==> src/rtl/sdt_pkg.sv <==
package sdt_pkg;

  typedef enum logic [2:0] {
    CMD_NOP, CMD_ACT, CMD_RD, CMD_WR, CMD_PRE, CMD_REF, CMD_LMR, CMD_BST
  } sdt_cmd_e;

  typedef enum logic [1:0] {
    BK_IDLE, BK_OPEN, BK_PRECH
  } sdt_bank_e;

  typedef enum logic [3:0] {
    ERR_NONE        = 4'd0,
    ERR_NOT_OPEN    = 4'd1,
    ERR_TRCD        = 4'd2,
    ERR_BANK_BUSY   = 4'd3,
    ERR_TRC         = 4'd4,
    ERR_TRRD        = 4'd5,
    ERR_NOT_IDLE    = 4'd6,
    ERR_NO_BURST    = 4'd7,
    ERR_RD_INFLIGHT = 4'd8,
    ERR_AP_PENDING  = 4'd9
  } sdt_err_e;

  function automatic int max2(input int a, input int b);
    return (a > b) ? a : b;
  endfunction

endpackage

==> src/rtl/sdt_cmd_decode.sv <==
module sdt_cmd_decode
  import sdt_pkg::*;
(
  input  logic     cs_n,
  input  logic     ras_n,
  input  logic     cas_n,
  input  logic     we_n,
  output sdt_cmd_e cmd
);

  always_comb begin
    unique case ({cs_n, ras_n, cas_n, we_n})
      4'b0011: cmd = CMD_ACT;
      4'b0101: cmd = CMD_RD;
      4'b0100: cmd = CMD_WR;
      4'b0010: cmd = CMD_PRE;
      4'b0001: cmd = CMD_REF;
      4'b0000: cmd = CMD_LMR;
      4'b0110: cmd = CMD_BST;
      default: cmd = CMD_NOP;
    endcase
  end

endmodule

==> src/rtl/sdt_bank.sv <==
module sdt_bank
  import sdt_pkg::*;
#(
  parameter int ROW_W     = 12,
  parameter int CW        = 4,
  parameter int T_RAS     = 4,
  parameter int T_RP      = 2,
  parameter int BURST_CYC = 4,
  parameter int BCW       = 3
) (
  input  logic             clk,
  input  logic             rst,
  input  logic             do_act,
  input  logic             do_rdwr,
  input  logic             ap_req,
  input  logic             do_pre,
  input  logic [ROW_W-1:0] row_in,
  output sdt_bank_e        state_o,
  output logic [ROW_W-1:0] row_o,
  output logic [CW-1:0]    act_age_o,
  output logic             ready_o,
  output logic             ap_busy_o
);

  localparam logic [CW-1:0]  AGE_MAX = '1;
  localparam logic [CW-1:0]  AGE_ONE = CW'(1);
  localparam logic [CW-1:0]  RAS_C   = CW'(T_RAS);
  localparam logic [CW-1:0]  RP_C    = CW'(T_RP);
  localparam logic [BCW-1:0] BC_C    = BCW'(BURST_CYC);
  localparam logic [BCW-1:0] BC_ONE  = BCW'(1);

  sdt_bank_e        state_q;
  logic [ROW_W-1:0] row_q;
  logic [CW-1:0]    act_age_q;
  logic [CW-1:0]    pre_age_q;
  logic             ap_q;
  logic [BCW-1:0]   ap_left_q;

  assign ready_o = (state_q == BK_IDLE) ||
                   ((state_q == BK_PRECH) && (pre_age_q >= RP_C) && (act_age_q >= RAS_C));

  always_ff @(posedge clk) begin
    if (rst) begin
      state_q   <= BK_IDLE;
      row_q     <= '0;
      act_age_q <= AGE_MAX;
      pre_age_q <= AGE_MAX;
      ap_q      <= 1'b0;
      ap_left_q <= '0;
    end else begin
      if (act_age_q != AGE_MAX) act_age_q <= act_age_q + AGE_ONE;
      if (pre_age_q != AGE_MAX) pre_age_q <= pre_age_q + AGE_ONE;
      if (do_act) begin
        state_q   <= BK_OPEN;
        row_q     <= row_in;
        act_age_q <= AGE_ONE;
        ap_q      <= 1'b0;
      end else if (ap_q) begin
        ap_left_q <= ap_left_q - BC_ONE;
        if (ap_left_q == BC_ONE) begin
          state_q   <= BK_PRECH;
          pre_age_q <= AGE_ONE;
          ap_q      <= 1'b0;
        end
      end else if (do_rdwr && ap_req) begin
        ap_q      <= 1'b1;
        ap_left_q <= BC_C;
      end else if (do_pre) begin
        state_q   <= BK_PRECH;
        pre_age_q <= AGE_ONE;
      end else if ((state_q == BK_PRECH) && ready_o) begin
        state_q <= BK_IDLE;
      end
    end
  end

  assign state_o   = state_q;
  assign row_o     = row_q;
  assign act_age_o = act_age_q;
  assign ap_busy_o = ap_q;

  AST_RDWR_ON_OPEN: assert property (@(posedge clk) disable iff (rst)
    do_rdwr |-> (state_q == BK_OPEN) && !ap_q);

  AST_ACT_WHEN_READY: assert property (@(posedge clk) disable iff (rst)
    do_act |-> ready_o);

  AST_IDLE_AFTER_TIMES: assert property (@(posedge clk) disable iff (rst)
    (!$past(rst) && (state_q == BK_IDLE) && ($past(state_q) == BK_PRECH))
      |-> (($past(pre_age_q) >= RP_C) && ($past(act_age_q) >= RAS_C)));

  AST_AP_CLOSES: assert property (@(posedge clk) disable iff (rst)
    (ap_q && (ap_left_q == BC_ONE)) |=> (state_q == BK_PRECH));

endmodule

==> src/rtl/sdt_read_burst.sv <==
module sdt_read_burst #(
  parameter int BURST_CYC = 4,
  parameter int BCW       = 3
) (
  input  logic clk,
  input  logic rst,
  input  logic rd_go,
  input  logic rd_ap,
  input  logic bst_go,
  output logic rd_busy,
  output logic bst_ok
);

  localparam logic [BCW-1:0] TAIL_C = BCW'(BURST_CYC - 1);
  localparam logic [BCW-1:0] ONE_C  = BCW'(1);

  logic [BCW-1:0] left_q;
  logic           ap_q;

  always_ff @(posedge clk) begin
    if (rst) begin
      left_q <= '0;
      ap_q   <= 1'b0;
    end else if (rd_go) begin
      left_q <= TAIL_C;
      ap_q   <= rd_ap;
    end else if (bst_go) begin
      left_q <= '0;
    end else if (left_q != '0) begin
      left_q <= left_q - ONE_C;
    end
  end

  assign rd_busy = (left_q != '0);
  assign bst_ok  = rd_busy && !ap_q;

  AST_BST_HAS_TARGET: assert property (@(posedge clk) disable iff (rst)
    bst_go |-> (left_q != '0) && !ap_q);

  AST_BST_ENDS_BURST: assert property (@(posedge clk) disable iff (rst)
    (bst_go && !rd_go) |=> !rd_busy);

endmodule

==> src/rtl/sdram_bank_tracker.sv <==
module sdram_bank_tracker
  import sdt_pkg::*;
#(
  parameter int NUM_BANKS = 4,
  parameter int ADDR_W    = 12,
  parameter int AP_BIT    = 10,
  parameter int T_RCD     = 2,
  parameter int T_RC      = 6,
  parameter int T_RRD     = 2,
  parameter int T_RAS     = 4,
  parameter int T_RP      = 2,
  parameter int BURST_LEN = 8
) (
  input  logic                          clk,
  input  logic                          rst,
  input  logic                          cs_n,
  input  logic                          ras_n,
  input  logic                          cas_n,
  input  logic                          we_n,
  input  logic [$clog2(NUM_BANKS)-1:0]  ba,
  input  logic [ADDR_W-1:0]             addr,
  output logic                          verdict_valid,
  output logic                          verdict_ok,
  output logic [3:0]                    verdict_code,
  output logic                          err_sticky,
  output logic [3:0]                    err_first_code,
  output logic [NUM_BANKS-1:0]          bank_open,
  output logic [NUM_BANKS*ADDR_W-1:0]   bank_row,
  output logic                          all_idle
);

  localparam int BA_W      = $clog2(NUM_BANKS);
  localparam int BURST_CYC = (BURST_LEN / 2 < 1) ? 1 : BURST_LEN / 2;
  localparam int BCW       = $clog2(BURST_CYC + 1);
  localparam int TMAX      = max2(max2(max2(T_RCD, T_RC), max2(T_RRD, T_RAS)), T_RP);
  localparam int CW        = $clog2(TMAX + 2);
  localparam logic [CW-1:0] AGE_MAX = '1;
  localparam logic [CW-1:0] AGE_ONE = CW'(1);
  localparam logic [CW-1:0] RCD_C   = CW'(T_RCD);
  localparam logic [CW-1:0] RC_C    = CW'(T_RC);
  localparam logic [CW-1:0] RRD_C   = CW'(T_RRD);

  sdt_cmd_e cmd;
  sdt_err_e err;
  logic     legal;

  sdt_bank_e            bk_state   [NUM_BANKS];
  logic [ADDR_W-1:0]    bk_row     [NUM_BANKS];
  logic [CW-1:0]        bk_act_age [NUM_BANKS];
  logic [NUM_BANKS-1:0] bk_ready;
  logic [NUM_BANKS-1:0] bk_ap;
  logic [NUM_BANKS-1:0] act_go, rdwr_go, pre_go;

  logic [CW-1:0] gact_q;
  logic          rd_busy, bst_ok;

  sdt_cmd_decode u_dec (
    .cs_n  (cs_n),
    .ras_n (ras_n),
    .cas_n (cas_n),
    .we_n  (we_n),
    .cmd   (cmd)
  );

  sdt_read_burst #(
    .BURST_CYC (BURST_CYC),
    .BCW       (BCW)
  ) u_burst (
    .clk     (clk),
    .rst     (rst),
    .rd_go   ((cmd == CMD_RD) && legal),
    .rd_ap   (addr[AP_BIT]),
    .bst_go  ((cmd == CMD_BST) && legal),
    .rd_busy (rd_busy),
    .bst_ok  (bst_ok)
  );

  // Rule evaluation: earlier tests take priority.
  always_comb begin
    err = ERR_NONE;
    unique case (cmd)
      CMD_ACT: begin
        if (!bk_ready[ba])                err = ERR_BANK_BUSY;
        else if (bk_act_age[ba] < RC_C)   err = ERR_TRC;
        else if (gact_q < RRD_C)          err = ERR_TRRD;
      end
      CMD_RD, CMD_WR: begin
        if ((cmd == CMD_WR) && rd_busy)   err = ERR_RD_INFLIGHT;
        else if (bk_state[ba] != BK_OPEN) err = ERR_NOT_OPEN;
        else if (bk_ap[ba])               err = ERR_AP_PENDING;
        else if (bk_act_age[ba] < RCD_C)  err = ERR_TRCD;
      end
      CMD_REF, CMD_LMR: begin
        if (!(&bk_ready))                 err = ERR_NOT_IDLE;
      end
      CMD_BST: begin
        if (!bst_ok)                      err = ERR_NO_BURST;
      end
      default: err = ERR_NONE;
    endcase
  end

  assign legal = (err == ERR_NONE);

  for (genvar b = 0; b < NUM_BANKS; b++) begin : g_bank
    localparam logic [BA_W-1:0] BIDX = BA_W'(b);

    assign act_go[b]  = (cmd == CMD_ACT) && legal && (ba == BIDX);
    assign rdwr_go[b] = ((cmd == CMD_RD) || (cmd == CMD_WR)) && legal && (ba == BIDX);
    assign pre_go[b]  = (cmd == CMD_PRE) && (addr[AP_BIT] || (ba == BIDX)) &&
                        (bk_state[b] == BK_OPEN) && !bk_ap[b];

    sdt_bank #(
      .ROW_W     (ADDR_W),
      .CW        (CW),
      .T_RAS     (T_RAS),
      .T_RP      (T_RP),
      .BURST_CYC (BURST_CYC),
      .BCW       (BCW)
    ) u_bank (
      .clk       (clk),
      .rst       (rst),
      .do_act    (act_go[b]),
      .do_rdwr   (rdwr_go[b]),
      .ap_req    (addr[AP_BIT]),
      .do_pre    (pre_go[b]),
      .row_in    (addr),
      .state_o   (bk_state[b]),
      .row_o     (bk_row[b]),
      .act_age_o (bk_act_age[b]),
      .ready_o   (bk_ready[b]),
      .ap_busy_o (bk_ap[b])
    );

    assign bank_open[b]                   = (bk_state[b] == BK_OPEN);
    assign bank_row[b*ADDR_W +: ADDR_W]   = bk_row[b];
  end

  always_comb begin
    all_idle = 1'b1;
    for (int b = 0; b < NUM_BANKS; b++) begin
      if (bk_state[b] != BK_IDLE) all_idle = 1'b0;
    end
  end

  always_ff @(posedge clk) begin
    if (rst) begin
      gact_q         <= AGE_MAX;
      verdict_valid  <= 1'b0;
      verdict_ok     <= 1'b0;
      verdict_code   <= ERR_NONE;
      err_sticky     <= 1'b0;
      err_first_code <= ERR_NONE;
    end else begin
      if (|act_go)                gact_q <= AGE_ONE;
      else if (gact_q != AGE_MAX) gact_q <= gact_q + AGE_ONE;
      verdict_valid <= (cmd != CMD_NOP);
      verdict_ok    <= (cmd != CMD_NOP) && legal;
      verdict_code  <= (cmd != CMD_NOP) ? err : ERR_NONE;
      if ((cmd != CMD_NOP) && !legal && !err_sticky) begin
        err_sticky     <= 1'b1;
        err_first_code <= err;
      end
    end
  end

  AST_STICKY_HOLDS: assert property (@(posedge clk) disable iff (rst)
    err_sticky |=> err_sticky);

  AST_FIRST_CODE_KEPT: assert property (@(posedge clk) disable iff (rst)
    err_sticky |=> $stable(err_first_code));

  AST_RRD_SPACING: assert property (@(posedge clk) disable iff (rst)
    (|act_go) |-> (gact_q >= RRD_C));

  AST_REF_ON_IDLE: assert property (@(posedge clk) disable iff (rst)
    (((cmd == CMD_REF) || (cmd == CMD_LMR)) && legal) |=> all_idle);

  AST_ONE_ACT: assert property (@(posedge clk) disable iff (rst)
    $onehot0(act_go));

endmodule

==> config.mk <==
export PLATFORM = sky130hd
export DESIGN_NAME = sdram_bank_tracker
export DESIGN_NICKNAME = d
export VERILOG_FILES = /design/src/rtl/sdt_pkg.sv /design/src/rtl/sdt_cmd_decode.sv /design/src/rtl/sdt_bank.sv /design/src/rtl/sdt_read_burst.sv /design/src/rtl/sdram_bank_tracker.sv
export SDC_FILE = /design/constraint.sdc
export NUM_CORES = 1
export LEC_CHECK = 0
export ABC_AREA = 1
export BUFFER_PORTS_ARGS = -buffer_cell sky130_fd_sc_hd__buf_4
export CORE_ASPECT_RATIO = 0.6
export CORE_MARGIN = 2
export CORE_UTILIZATION = 41
export CTS_CLUSTER_DIAMETER = 40
export DETAILED_ROUTE_END_ITERATION = 7
export PLACE_DENSITY_LB_ADDON = 0.25
export SYNTH_ARGS = -nofsm -noshare
export SYNTH_HDL_FRONTEND = slang
export SYNTH_HIERARCHICAL = 1
export SYNTH_SLANG_ARGS = --single-unit
==> constraint.sdc <==
create_clock -name clk -period 3.72 [get_ports clk]
set_input_delay 0.372 -clock clk [delete_from_list [all_inputs] [get_ports clk]]
set_output_delay 0.372 -clock clk [all_outputs]
set_load 0.1 [all_outputs]
# ---- Word level (Yosys, flattened, before mapping)
# Cells that the tools add are included.
dict set report op_classes {
  add_sub_neg 14
  magnitude_cmp 13
  n_eq_ne 54
  mux 106
  bitwise_logic 6
  n_reduce_logical 115
}
# operator n
set op_table {}
lappend op_table {{2-to-1 mux 3 bit} 49}
lappend op_table {{2-to-1 mux 2 bit} 26}
lappend op_table {{logical AND 1 bit} 45}
lappend op_table {{adder 3 x 1 -> 3 bit (second input constant)} 9}
lappend op_table {{inequality test 3 bit (second input constant)} 9}
lappend op_table {{nonzero test 2 bit} 13}
lappend op_table {{AND reduction 3 bit} 8}
lappend op_table {{2-to-1 mux 1 bit} 22}
lappend op_table {{case mux 3 bit (7 select lines)} 1}
lappend op_table {{nonzero test 3 bit} 7}
lappend op_table {{case mux 4 bit (4 select lines)} 1}
lappend op_table {{nonzero test 4 bit} 4}
lappend op_table {{== test 3 x 1 -> 1 bit (second input constant)} 5}
lappend op_table {{>= comparator 3 bit (second input constant)} 5}
lappend op_table {{subtractor 3 x 1 -> 3 bit (second input constant)} 5}
lappend op_table {{OR reduction 2 bit} 7}
lappend op_table {{== test 2 bit (second input constant)} 6}
lappend op_table {{== test 3 bit (second input constant)} 4}
lappend op_table {{== test 4 x 3 -> 1 bit (second input constant)} 3}
lappend op_table {{>= comparator 3 x 2 -> 1 bit (second input constant)} 4}
lappend op_table {{2-to-1 mux 4 bit} 3}
lappend op_table {{inequality test 3 x 1 -> 1 bit (second input constant)} 4}
lappend op_table {{inequality test 3 x 2 -> 1 bit (second input constant)} 4}
lappend op_table {{== test 2 x 1 -> 1 bit (second input constant)} 5}
lappend op_table {{other kinds (22)} 59}
dict set report word_totals {
  reg_bits 114
  input_bits 20
  output_inout_bits 64
  word_cells 350
}

# ---- Longest topological paths before layout
# Gate-level depths: netlist of the first run.
dict set report depth {
  ltp_word 17
  mapped_depth 22
  ltp_nobuf 22
}

# ---- Hierarchy
# The synthesis of the first run kept the hierarchy.
# mod instances cells_each area_each_um2 seq_area_each_um2
set modules_own_cells {}
lappend modules_own_cells {sdt_bank 4 135 1033.5 480.5}
lappend modules_own_cells {sdram_bank_tracker 1 195 1154.9 280.3}
lappend modules_own_cells {sdt_read_burst 1 29 229.0 80.1}
lappend modules_own_cells {sdt_cmd_decode 1 13 48.8 0.0}

# ---- Worst setup path after synthesis of the first run
# OpenSTA, ideal clock, no wires.
dict set report synth_timing {
  kind {reg2out}
  startpoint {register g_bank[0].u_bank.state_q[1]}
  endpoint {output port all_idle}
  arrival_time_ns 2.697
  required_time_ns 3.348
  setup_slack_ns 0.651
  path_stages_with_launch 4
  n_path_buf 0
  cell_sequence {dfxtp_1 > nor4_1 > nand3_1 > nor3_1}
}
dict set report synth_between {
  elab_chain_cells 5
}
# item line
set synth_rtl {}
lappend synth_rtl {{from (decl)} sdt_bank.sv:32} ;# sdt_bank_e state_q;
lappend synth_rtl {{from (signal assigned)} sdt_bank.sv:44} ;# state_q <= BK_IDLE;
lappend synth_rtl {{from (signal assigned)} sdt_bank.sv:54} ;# state_q <= BK_OPEN;
lappend synth_rtl {{from (signal assigned)} sdt_bank.sv:61} ;# state_q <= BK_PRECH;
lappend synth_rtl {{nonzero test 2 bit} sdram_bank_tracker.sv:142} ;# if (bk_state[b] != BK_IDLE) all_idle = 1'b0;
lappend synth_rtl {{2-to-1 mux 1 bit (4 in a row)} sdram_bank_tracker.sv:142}
lappend synth_rtl {{to (decl)} sdram_bank_tracker.sv:29} ;# output logic all_idle
# No other way between the ends.

# ---- Worst setup path after layout of the first run
dict set report layout_timing {
  startpoint {register g_bank[3].u_bank.pre_age_q[0]}
  endpoint {register g_bank[2].u_bank.ap_left_q[2]}
}
dict set report layout_between {
  word_cells_on_any_way 19
  classes_between {order compare: 1; mux: 5; bitwise: 1; reduce/logical: 12}
}
# item line
set layout_lines {}
lappend layout_lines {{from (decl)} sdt_bank.sv:35} ;# logic [CW-1:0] pre_age_q;
lappend layout_lines {{from (signal assigned)} sdt_bank.sv:52} ;# if (pre_age_q != AGE_MAX) pre_age_q <= pre_age_q + AGE_ONE;
lappend layout_lines {{>= comparator 3 x 2 -> 1 bit *} sdt_bank.sv:40} ;# ((state_q == BK_PRECH) && (pre_age_q >= RP_C) && (act_age_q >= RAS_C));
lappend layout_lines {{logical AND 1 bit * (2 in a row)} sdt_bank.sv:40}
lappend layout_lines {{logical OR 1 bit *} sdt_bank.sv:39} ;# assign ready_o = (state_q == BK_IDLE) ||
lappend layout_lines {{via bk_ready[3]} sdram_bank_tracker.sv:50} ;# logic [NUM_BANKS-1:0] bk_ready;
lappend layout_lines {{binary-select mux 1 bit (select 2 bit)} sdram_bank_tracker.sv:83} ;# if (!bk_ready[ba]) err = ERR_BANK_BUSY;
lappend layout_lines {{2-to-1 mux 1 bit (implied by the code)} sdram_bank_tracker.sv:83}
lappend layout_lines {{2-to-1 mux 3 bit} sdram_bank_tracker.sv:83}
lappend layout_lines {{case mux 4 bit (4 select lines) *} sdram_bank_tracker.sv:81} ;# unique case (cmd)
lappend layout_lines {{logical NOT 4 bit *} sdram_bank_tracker.sv:103} ;# assign legal = (err == ERR_NONE);
lappend layout_lines {{logical AND 1 bit * (2 in a row)} sdram_bank_tracker.sv:108} ;# assign act_go[b] = (cmd == CMD_ACT) && legal && (ba == BIDX);
lappend layout_lines {{via act_go[2]} sdram_bank_tracker.sv:52} ;# logic [NUM_BANKS-1:0] act_go, rdwr_go, pre_go;
lappend layout_lines {{inverter 1 bit (no source line) *} --}
lappend layout_lines {{AND reduction 2 bit (no source line) *} --}
lappend layout_lines {{to (signal assigned)} sdt_bank.sv:59} ;# ap_left_q <= ap_left_q - BC_ONE;
lappend layout_lines {{to (decl)} sdt_bank.sv:37} ;# logic [BCW-1:0] ap_left_q;
# The timed path passes the listed nets; every way through them passes the cells marked *. The select of a mux whose other input is x is not followed.
# A chain may end at the register's enable or synchronous reset.

==> flow_summary.toml, run 1 <==
[outcome]
status = "finished clean"

[clock_network]
cts_sinks = 114
cts_buffer_depth = 2
ctsResizeCount = 0
cts_buffers = 17
cts_tree = "built"
cts-root-buf = "clkbuf_16"
postCtsSetupRepairBufs = 0
holdBufCountCts = 0
htreeDepth = 4
cts.reportedPaths.clkPinSlew_ps = 60
worstSkewPairLatency_ps = 420

[timing]
worst_pin_slew_ps = 781
slew_violations = 0
rsz0062_at_grt = "no"
finalCriticalPeriod_ps = 3170
period_share_pct = 85.2
hold_viol = 0
clock.fmax_mhz = 316
setup_viol = 0
fin_tns_setup_ps = 0
clock-skew-final_ps = 11.8
slew-limit-headroom_pct = 47.8

[setup_path]
cp.arrival_ps = 3450
end_kind = "flop"
cp-start-kind = "flop"
crit_path_max_fanout = 18
crit_type = "reg2reg"
required_ps = 4000

[floorplanning]
die-area_mm2 = 0.0146
die_h_um = 94.3
io_pins = 84
initial_core_util_pct = 42.6
rows = 32
coreArea_mm2 = 0.0131
die_w_um = 154

[finish]
final_cell_mix = "nor2_1, nand2_1, dfxtp_1"
fill_cells = 1278
layout-drive-gt1-share_pct = 20.0
final_nets = 915
syn_to_final_growth_pct = 23.8
finalNonFillerCells = 1050
antenna_cells = 0
mostFrequentLayoutCell = "nor2_1"

[routing]
dr.first_iter.drc_count = 375
wl_um = 14400
vias = 5131
ant_nets = 0
wl_per_cell_um = 13.7
via_per_inst = 4.89
drc = 0
dr.pass1.iters = 5

[logic_synthesis]
yosys-top-cells-area = "dfxtp_1, nor2_1, nand2_1"
syn_area_per_cell_um2 = 7.16
ys_types = 31
synth_top_area_share_pct = 41.0
synth.net_count = 825
synth_seq_cells = 114
synth_area_mm2 = 0.00557
yosysSeqAreaShare_pct = 41.0
yosys_warnings = 6
synth_area_leader_cell = "dfxtp_1"
synth_cells = 777

[power]
p_per_area_mw_per_mm2 = 646
power_leakage_nw = 3.43
ir_drop_v = 0.000289

[grt]
grt_pass1_wl_um = 23500
grt_pass1_vias = 4633
grt_max_degree = 39
antenna_found_initial = 0
globalRouteTotalUtil_pct = 20.6
grt_remaining_overflow = 0

[place]
port_buffers = 83
dp.cells = 1018
dp_hpwl_um = 10200
gp_congestion = 0.856

[hold_path]
min_path_type = "in2reg"

[flow_run]
drv_cap = 0
cell type report:
cell class / instances / area [um^2] / share of cell area [%]
multi-input cells: 554 / 2790 / 40.5
inverters: 94 / 355 / 5.16
repair buffers: 86 / 646 / 9.37
clock buffers: 18 / 439 / 6.37
flip-flops and latches: 114 / 2280 / 33.1
well taps: 170 / 213 / 3.09
clock inverters: 14 / 169 / 2.45
final timing paths:
| path | cells past startpoint | endpoint | slack [ps] | from |
|---|---|---|---|---|
| min | 3 | g_bank[1].u_bank/row_o[3] | 230 | addr[3] |
| min reg2reg | 2 | g_bank[0].u_bank/ap_left_q[1] | 460 | g_bank[0].u_bank/ap_left_q[1] |
| max reg2reg | 20 | g_bank[2].u_bank/ap_left_q[2] | 550 | g_bank[3].u_bank/pre_age_q[0] |
| max | 20 | g_bank[2].u_bank/ap_left_q[2] | 550 | g_bank[3].u_bank/pre_age_q[0] |
through the flow:
step	utilization (%)	total power, mW	setup WS (ps)	hold slack (ps)	instance area (um^2)
after floorplan	-	2.52	651	433	5570
after global placement	48.1	2.77	464	449	6280
after detailed placement	48.1	2.78	391	454	6280
after CTS	52.8	4.48	504	226	6890
after global routing	52.8	4.73	124	235	6890
final	52.8	4.45	551	235	6890
cell usage after synthesis:
cell type and n:
o21ai_0 60, xnor2_1 1, inv_4 1, nand3_4 1, ha_1 28, nand2_4 1, nand2_2 17, nand3_1 63
nor2_4 4, a21oi_2 4, buf_4 1, nand2_1 138, nor3_2 2, nor2_2 1, nand3b_1 1, nand4_1 1
dfxtp_1 114, clkbuf_2 4, inv_2 11, nor2_8 1, nor2_1 160, nand3_2 7, or2_1 4, a21oi_1 33
o21ai_1 2, inv_1 82, o211ai_1 5, nor3_1 10, buf_6 10, or2_2 8, nor4_1 2
power by group:
part / total [mW] / internal (mW) / switching, mW
Combinational: 1.25 / 0.428 / 0.818
Sequential: 1.54 / 1.39 / 0.145
Clock: 1.67 / 1.03 / 0.642
critical path, cell delays in order (launching register included):
cell and delay [ps]:
dfxtp_1 330, inv_1 70, ha_1 190, nor2_1 90
nand2_1 60, nand3_1 70, nand2_1 120, nand2_1 100
nand2_1 50, nand2_1 80, a21oi_1 80, nand2_2 80
nand2_2 60, nor2_4 180, nand3_4 150, nor2_1 640
inv_2 320, nand2_2 180, inv_1 60, nand2_1 50
a21oi_1 50
state kept, by name (all words and copies together) (netlist names):
name	count
verdict_ok	1
u_burst/left_q	3
g_bank.u_bank/pre_age_q	12
g_bank.u_bank/row_o	48
verdict_valid	1
err_sticky	1
gact_q	3
verdict_code	4
g_bank.u_bank/state_o	8
u_burst/ap_q	1
g_bank.u_bank/act_age_o	12
g_bank.u_bank/ap_left_q	12
g_bank.u_bank/ap_busy_o	4
err_first_code	4
cell families (layout without fill, tap and decap cells):
| family | after synthesis | after routing | share of synthesized area [%] |
|---|---|---|---|
| simple gates | 421 | 421 | 33.8 |
| flops | 114 | 114 | 41.0 |
| buf+inv | 109 | 212 | 8.90 |
| compound gates | 104 | 104 | 9.84 |
| fa+ha+maj | 28 | 28 | 6.29 |
| xor+xnor | 1 | 1 | 0.157 |
layer usage:
layer / up-vias / GRT usage [%] / routed length [um]
met2: 122 / 28.7 / 5730
met3: 13 / 4.52 / 744
met4: 0 / 7.10 / 150
met5: - / 0 / 0
li1: 2658 / - / -
met1: 2338 / 30.7 / 7740
(Power assumes the default switching activity.)
==> run 2, diff against run 1 <==
--- a/config.mk
+++ b/config.mk
@@ -13,6 +13,7 @@
 export CTS_CLUSTER_DIAMETER = 40
 export DETAILED_ROUTE_END_ITERATION = 7
 export PLACE_DENSITY_LB_ADDON = 0.25
+export RECOVER_POWER = 50
 export SYNTH_ARGS = -nofsm -noshare
 export SYNTH_HDL_FRONTEND = slang
 export SYNTH_HIERARCHICAL = 1
==> constraint.sdc (replaced) <==
create_clock -name clk -period 3.3 [get_ports clk]
set_input_delay 0.33 -clock clk [delete_from_list [all_inputs] [get_ports clk]]
set_output_delay 0.33 -clock clk [all_outputs]
set_load 0.1 [all_outputs]
==> run 2 against run 1 <==
Against the previous run:
- sequential share of layout area increased by 1.2 points
- setup slack got worse by 200 ps
- via count decreased by 0.86%
- combinational power increased by 9%
- total power increased by 12%
- wire length decreased by 2.4%
- critical path depth increased by 1
- global-route usage increased by 0.12 points
- die area unchanged
- fmax increased by 7.6%
- critical endpoint is now g_bank[3].u_bank/ap_left_q[2]
- highest routed layer unchanged
==> flow_summary.toml, run 2 (synthesis gave the netlist of run 1 again) <==
[routing]
wl_per_cell_um = 13.3
via_per_inst = 4.84
vias = 5087
wl_um = 14000
dr.first_iter.drc_count = 399
drc = 0
ant_nets = 0
dr.pass1.iters = 5

[power]
power.total_mw = 5.01
power_leakage_nw = 3.17
p_per_area_mw_per_mm2 = 753
ir_drop_v = 0.000330

[finish]
design_area_mm2 = 0.00665
largest_register_ffs = 48
antenna_cells = 0
mostFrequentLayoutCell = "nor2_1"
fill_cells = 1328
final_cell_mix = "nor2_1, nand2_1, dfxtp_1"
layout-drive-gt1-share_pct = 12.0
syn_to_final_growth_pct = 19.5
final_nets = 916

[setup_path]
crit_type = "reg2reg"
cp_top_family = "simple AND/OR/NAND/NOR gates"
crit_top_cell = "nand2_1"
crit_buf_inv = 4
reg2reg_depth = 21
cp_slowest_stage_delay_ps = 450
end_kind = "flop"
cp.arrival_ps = 3220
required_ps = 3580
crit_cells = 21
path_cells = "inv_1, ha_1, nor2_1, nand2_1, nand3_1, nand2_1, nand2_1, nand2_1, nand2_1, nand3_2, inv_1, nor2_4, nand2_1, nor2_8, nand3_4, nor2_2, inv_2, nand2_2, inv_1, nand2_1, a21oi_1"
cp-start-kind = "flop"
crit_path_max_fanout = 18
critPathSlowestCell = "nor2_2"

[clock_network]
cts-root-buf = "clkbuf_16"
postCtsSetupRepairBufs = 0
cts_buffer_depth = 2
cts.reportedPaths.clkPinSlew_ps = 60
cts_buffers = 17
ctsResizeCount = 0
htreeDepth = 4
holdBufCountCts = 0
cts_tree = "built"
worstSkewPairLatency_ps = 420
cts_sinks = 114

[timing]
slew-limit-headroom_pct = 19.9
worst_pin_slew_ps = 1210
clock.fmax_mhz = 340
hold_viol = 0
clock-skew-final_ps = 14.4
finalCriticalPeriod_ps = 2940
setup_viol = 0
period_share_pct = 89.2
slew_violations = 0
fin_tns_setup_ps = 0
rsz0062_at_grt = "no"

[grt]
globalRouteTotalUtil_pct = 20.7
antenna_found_initial = 0
grt_pass1_wl_um = 23700
grt_max_degree = 39
grt_remaining_overflow = 0
grt_pass1_vias = 4622

[floorplanning]
die_h_um = 94.3
rows = 32
io_pins = 84
coreArea_mm2 = 0.0131
initial_core_util_pct = 42.6
die_w_um = 154
die-area_mm2 = 0.0146

[place]
dp_hpwl_um = 10200
gp_congestion = 0.881
dpl_cell_area_mm2 = 0.00629
port_buffers = 83

[hold_path]
min_path_type = "in2reg"
hold_depth = 3

[outcome]
status = "finished clean"

[flow_run]
drv_cap = 0
==> run 2: cell count changes in the layout (fill, tap and decap cells not counted), moves of 2 or more <==
cell,delta
buf_4,-64
clkbuf_1,+65
inv_1,+2
inv_2,-2
nand2_1,+4
nand2_2,-3
==> run 2: metrics by stage <==
step	worst slack [ps]	utilization [%]	hold WS (ps)	std cells
finish	356	50.9	203	1051
global route	39.9	50.9	191	1051
CTS	74.5	53.0	186	1051
detailed placement	17.0	48.2	457	1019
global placement	92.9	48.2	454	1019
floorplan	273	-	399	777
==> run 2: worst reg2reg max path, cell delays in order (launching register included) <==
cell and delay [ps]:
dfxtp_1 310, inv_1 100, ha_1 150, nor2_1 40, nand2_1 70, nand3_1 70
nand2_1 130, nand2_1 70, nand2_1 70, nand2_1 80, nand3_2 90, inv_1 70
nor2_4 100, nand2_1 130, nor2_8 160, nand3_4 150, nor2_2 450, inv_2 270
nand2_2 170, inv_1 60, nand2_1 50, a21oi_1 50
==> run 2: final timing paths <==
| kind | start | end | slack, ps |
|---|---|---|---|
| setup reg to reg | g_bank[3].u_bank/pre_age_q[0] | g_bank[3].u_bank/ap_left_q[2] | 360 |
| setup / recovery | g_bank[3].u_bank/pre_age_q[0] | g_bank[3].u_bank/ap_left_q[2] | 360 |
| hold / removal | addr[7] | g_bank[3].u_bank/row_o[7] | 200 |
| hold reg to reg | g_bank[1].u_bank/ap_left_q[1] | g_bank[1].u_bank/ap_left_q[1] | 460 |
==> run 2: routing by layer <==
metal / global-route usage, % / routed length [um]
met5: 0 / 0
met4: 6.48 / 165
met3: 4.15 / 640
met2: 27.9 / 5460
met1: 32.2 / 7750
==> run 2: report_power, final <==
part	switching [mW]	internal [mW]	leakage, nW
combinational	0.914	0.448	1.94
sequential	0.153	1.57	0.930
clock	0.714	1.21	0.306
==> run 2: final cells by class <==
| cell class | instances | area [um^2] | share of cell area, % |
|---|---|---|---|
| clock buffers | 17 | 425 | 6.40 |
| repair buffers | 87 | 409 | 6.15 |
| multi-input cells | 554 | 2770 | 41.7 |
| inverters | 94 | 355 | 5.34 |
| flip-flops and latches | 114 | 2280 | 34.3 |
| well taps | 170 | 213 | 3.20 |
| clock inverters | 15 | 194 | 2.92 |
==> run 3, diff against run 2 <==
--- a/config.mk
+++ b/config.mk
@@ -18,3 +18,4 @@
 export SYNTH_HDL_FRONTEND = slang
 export SYNTH_HIERARCHICAL = 1
 export SYNTH_SLANG_ARGS = --single-unit
+export TNS_END_PERCENT = 50
==> constraint.sdc (replaced) <==
create_clock -name clk -period 3 [get_ports clk]
set_input_delay 0.3 -clock clk [delete_from_list [all_inputs] [get_ports clk]]
set_output_delay 0.3 -clock clk [all_outputs]
set_load 0.1 [all_outputs]
==> run 3 against run 2 <==
Against the previous run:
- core utilization about the same
- via count decreased by 0.16%
- clock-buffer cell count increased by 1
==> flow_summary.toml, run 3 (synthesis gave the netlist of run 1 again) <==
[power]
clkPwrFrac_pct = 37.1
power_leakage_nw = 3.16
power_frac_comb_pct = 27.9
ir_drop_v = 0.000367
switching_power_mw = 1.95
p_int_mw = 3.48
switching_share_pct = 35.9
power_frac_seq_pct = 35.0
p_per_area_mw_per_mm2 = 816

[grt]
grt_remaining_overflow = 0
busiest_layer = "met1"
grt_use_met3_pct = 4.94
met1_usage_pct = 31.9
grt_pass1_vias = 4734
grt_pass1_wl_um = 23600
grt_max_degree = 39
antenna_found_initial = 0
met2_usage_pct = 28.3
globalRouteTotalUtil_pct = 20.6

[finish]
layout-drive-gt1-share_pct = 12.9
final_nets = 916
multiInputGateArea_mm2 = 0.00279
seq_area_mm2 = 0.00228
largest_register_ffs = 48
antenna_cells = 0
final_cell_mix = "nor2_1, nand2_1, dfxtp_1"
fill_cells = 1295
finalNonFillerCells = 1051
syn_to_final_growth_pct = 19.4
mostFrequentLayoutCell = "nor2_1"

[clock_network]
cts_tree = "built"
htreeDepth = 4
cts_sinks = 114
postCtsSetupRepairBufs = 0
holdBufCountCts = 0
cts-root-buf = "clkbuf_16"
cts_buffers = 17
cts_buffer_depth = 2
cts.reportedPaths.clkPinSlew_ps = 60
worstSkewPairLatency_ps = 410
ctsResizeCount = 0

[floorplanning]
initial_core_util_pct = 42.6
rows = 32
die-area_mm2 = 0.0146
coreArea_mm2 = 0.0131
die_w_um = 154
io_pins = 84
die_h_um = 94.3

[setup_path]
crit_path_max_fanout = 18
r2r_start = "g_bank[2].u_bank/pre_age_q[0]"
cp.arrival_ps = 2990
required_ps = 3270
cp-start-kind = "flop"
rrSetupSlack_ps = 290
cp-startpoint = "g_bank[2].u_bank/pre_age_q[0]"
crit_type = "reg2reg"
end_kind = "flop"

[timing]
hold_viol = 0
fin_tns_setup_ps = 0
clock-skew-final_ps = 8.83
finalCriticalPeriod_ps = 2710
rsz0062_at_grt = "yes"
slew_violations = 0
period_share_pct = 90.4
worst_pin_slew_ps = 1220
setup_viol = 0
clock.fmax_mhz = 369
slew-limit-headroom_pct = 19.3

[routing]
wl_um = 14300
wl_per_cell_um = 13.6
via_per_inst = 4.83
dr.pass1.iters = 5
ant_nets = 0
vias = 5079
drc = 0
dr.first_iter.drc_count = 380

[place]
port_buffers = 83
dp_hpwl_um = 10400
gp_congestion = 0.890
dp.cells = 1019

[hold_path]
hold_start = "addr[6]"
min_path_type = "in2reg"

[flow_run]
drv_cap = 0

[outcome]
status = "finished clean"
-- run 3: changes by cell type in the layout (fill, tap and decap cells not counted), sizes merged --
cell,delta
bufinv,-1
clkbuf,+1
clkinvlp,+3
inv,-3
-- run 3: cell type report --
type	count	area share, %
inverters	94	5.35
flip-flops and latches	114	34.3
multi-input cells	554	42.0
well taps	170	3.20
clock inverters	14	2.32
repair buffers	87	6.21
clock buffers	18	6.61
-- run 3: worst max-delay path: stages (launching register included) --
cell     delay, ps
dfxtp_1        340
inv_1           80
ha_1           190
nor2_1         100
nand2_1         90
nand3_1         80
nand2_1         90
nand2_1         80
nand2_1         50
nand2_1         80
a21oi_1         80
nand2_2         80
nand2_2         60
nor2_4         180
nand3_4        170
nor2_1         300
inv_2          210
nand2_2        140
inv_1           60
nand2_1         60
a21oi_1         60
-- run 3: power by group through the flow --
stage | logic [mW] | registers, mW | clock network, mW
detailed placement | 1.53 | 1.93 | 0
CTS | 1.55 | 1.90 | 2.04
finish | 1.52 | 1.90 | 2.01
global placement | 1.52 | 1.93 | 0
floorplan | 0.971 | 2.15 | 0
global route | 1.72 | 1.93 | 2.12
-- run 3: path summary, 6_finish.rpt --
| check | to | depth (start not counted) |
|---|---|---|
| hold / removal | g_bank[3].u_bank/row_o[6] | 3 |
| hold reg to reg | err_first_code[1] | 2 |
| setup reg to reg | g_bank[1].u_bank/ap_left_q[2] | 20 |
| setup / recovery | g_bank[1].u_bank/ap_left_q[2] | 20 |
-- run 3: metal layers --
metal	vias to the layer above	wire length (um)
met3	12	674
met4	0	116
met5	-	0
li1	2659	-
met2	96	5710
met1	2312	7830
-- run 3: stage by stage --
stage | setup slack [ps] | total power, mW | util [%] | instance area, um^2 | hold WS (ps)
floorplan | 2.82 | 3.13 | - | 5570 | 369
global placement | 303 | 3.45 | 48.2 | 6290 | 449
detailed placement | 262 | 3.46 | 48.2 | 6290 | 454
CTS | 261 | 5.49 | 52.8 | 6890 | 169
global route | -15.5 | 5.76 | 50.9 | 6650 | 173
finish | 287 | 5.43 | 50.9 | 6650 | 184
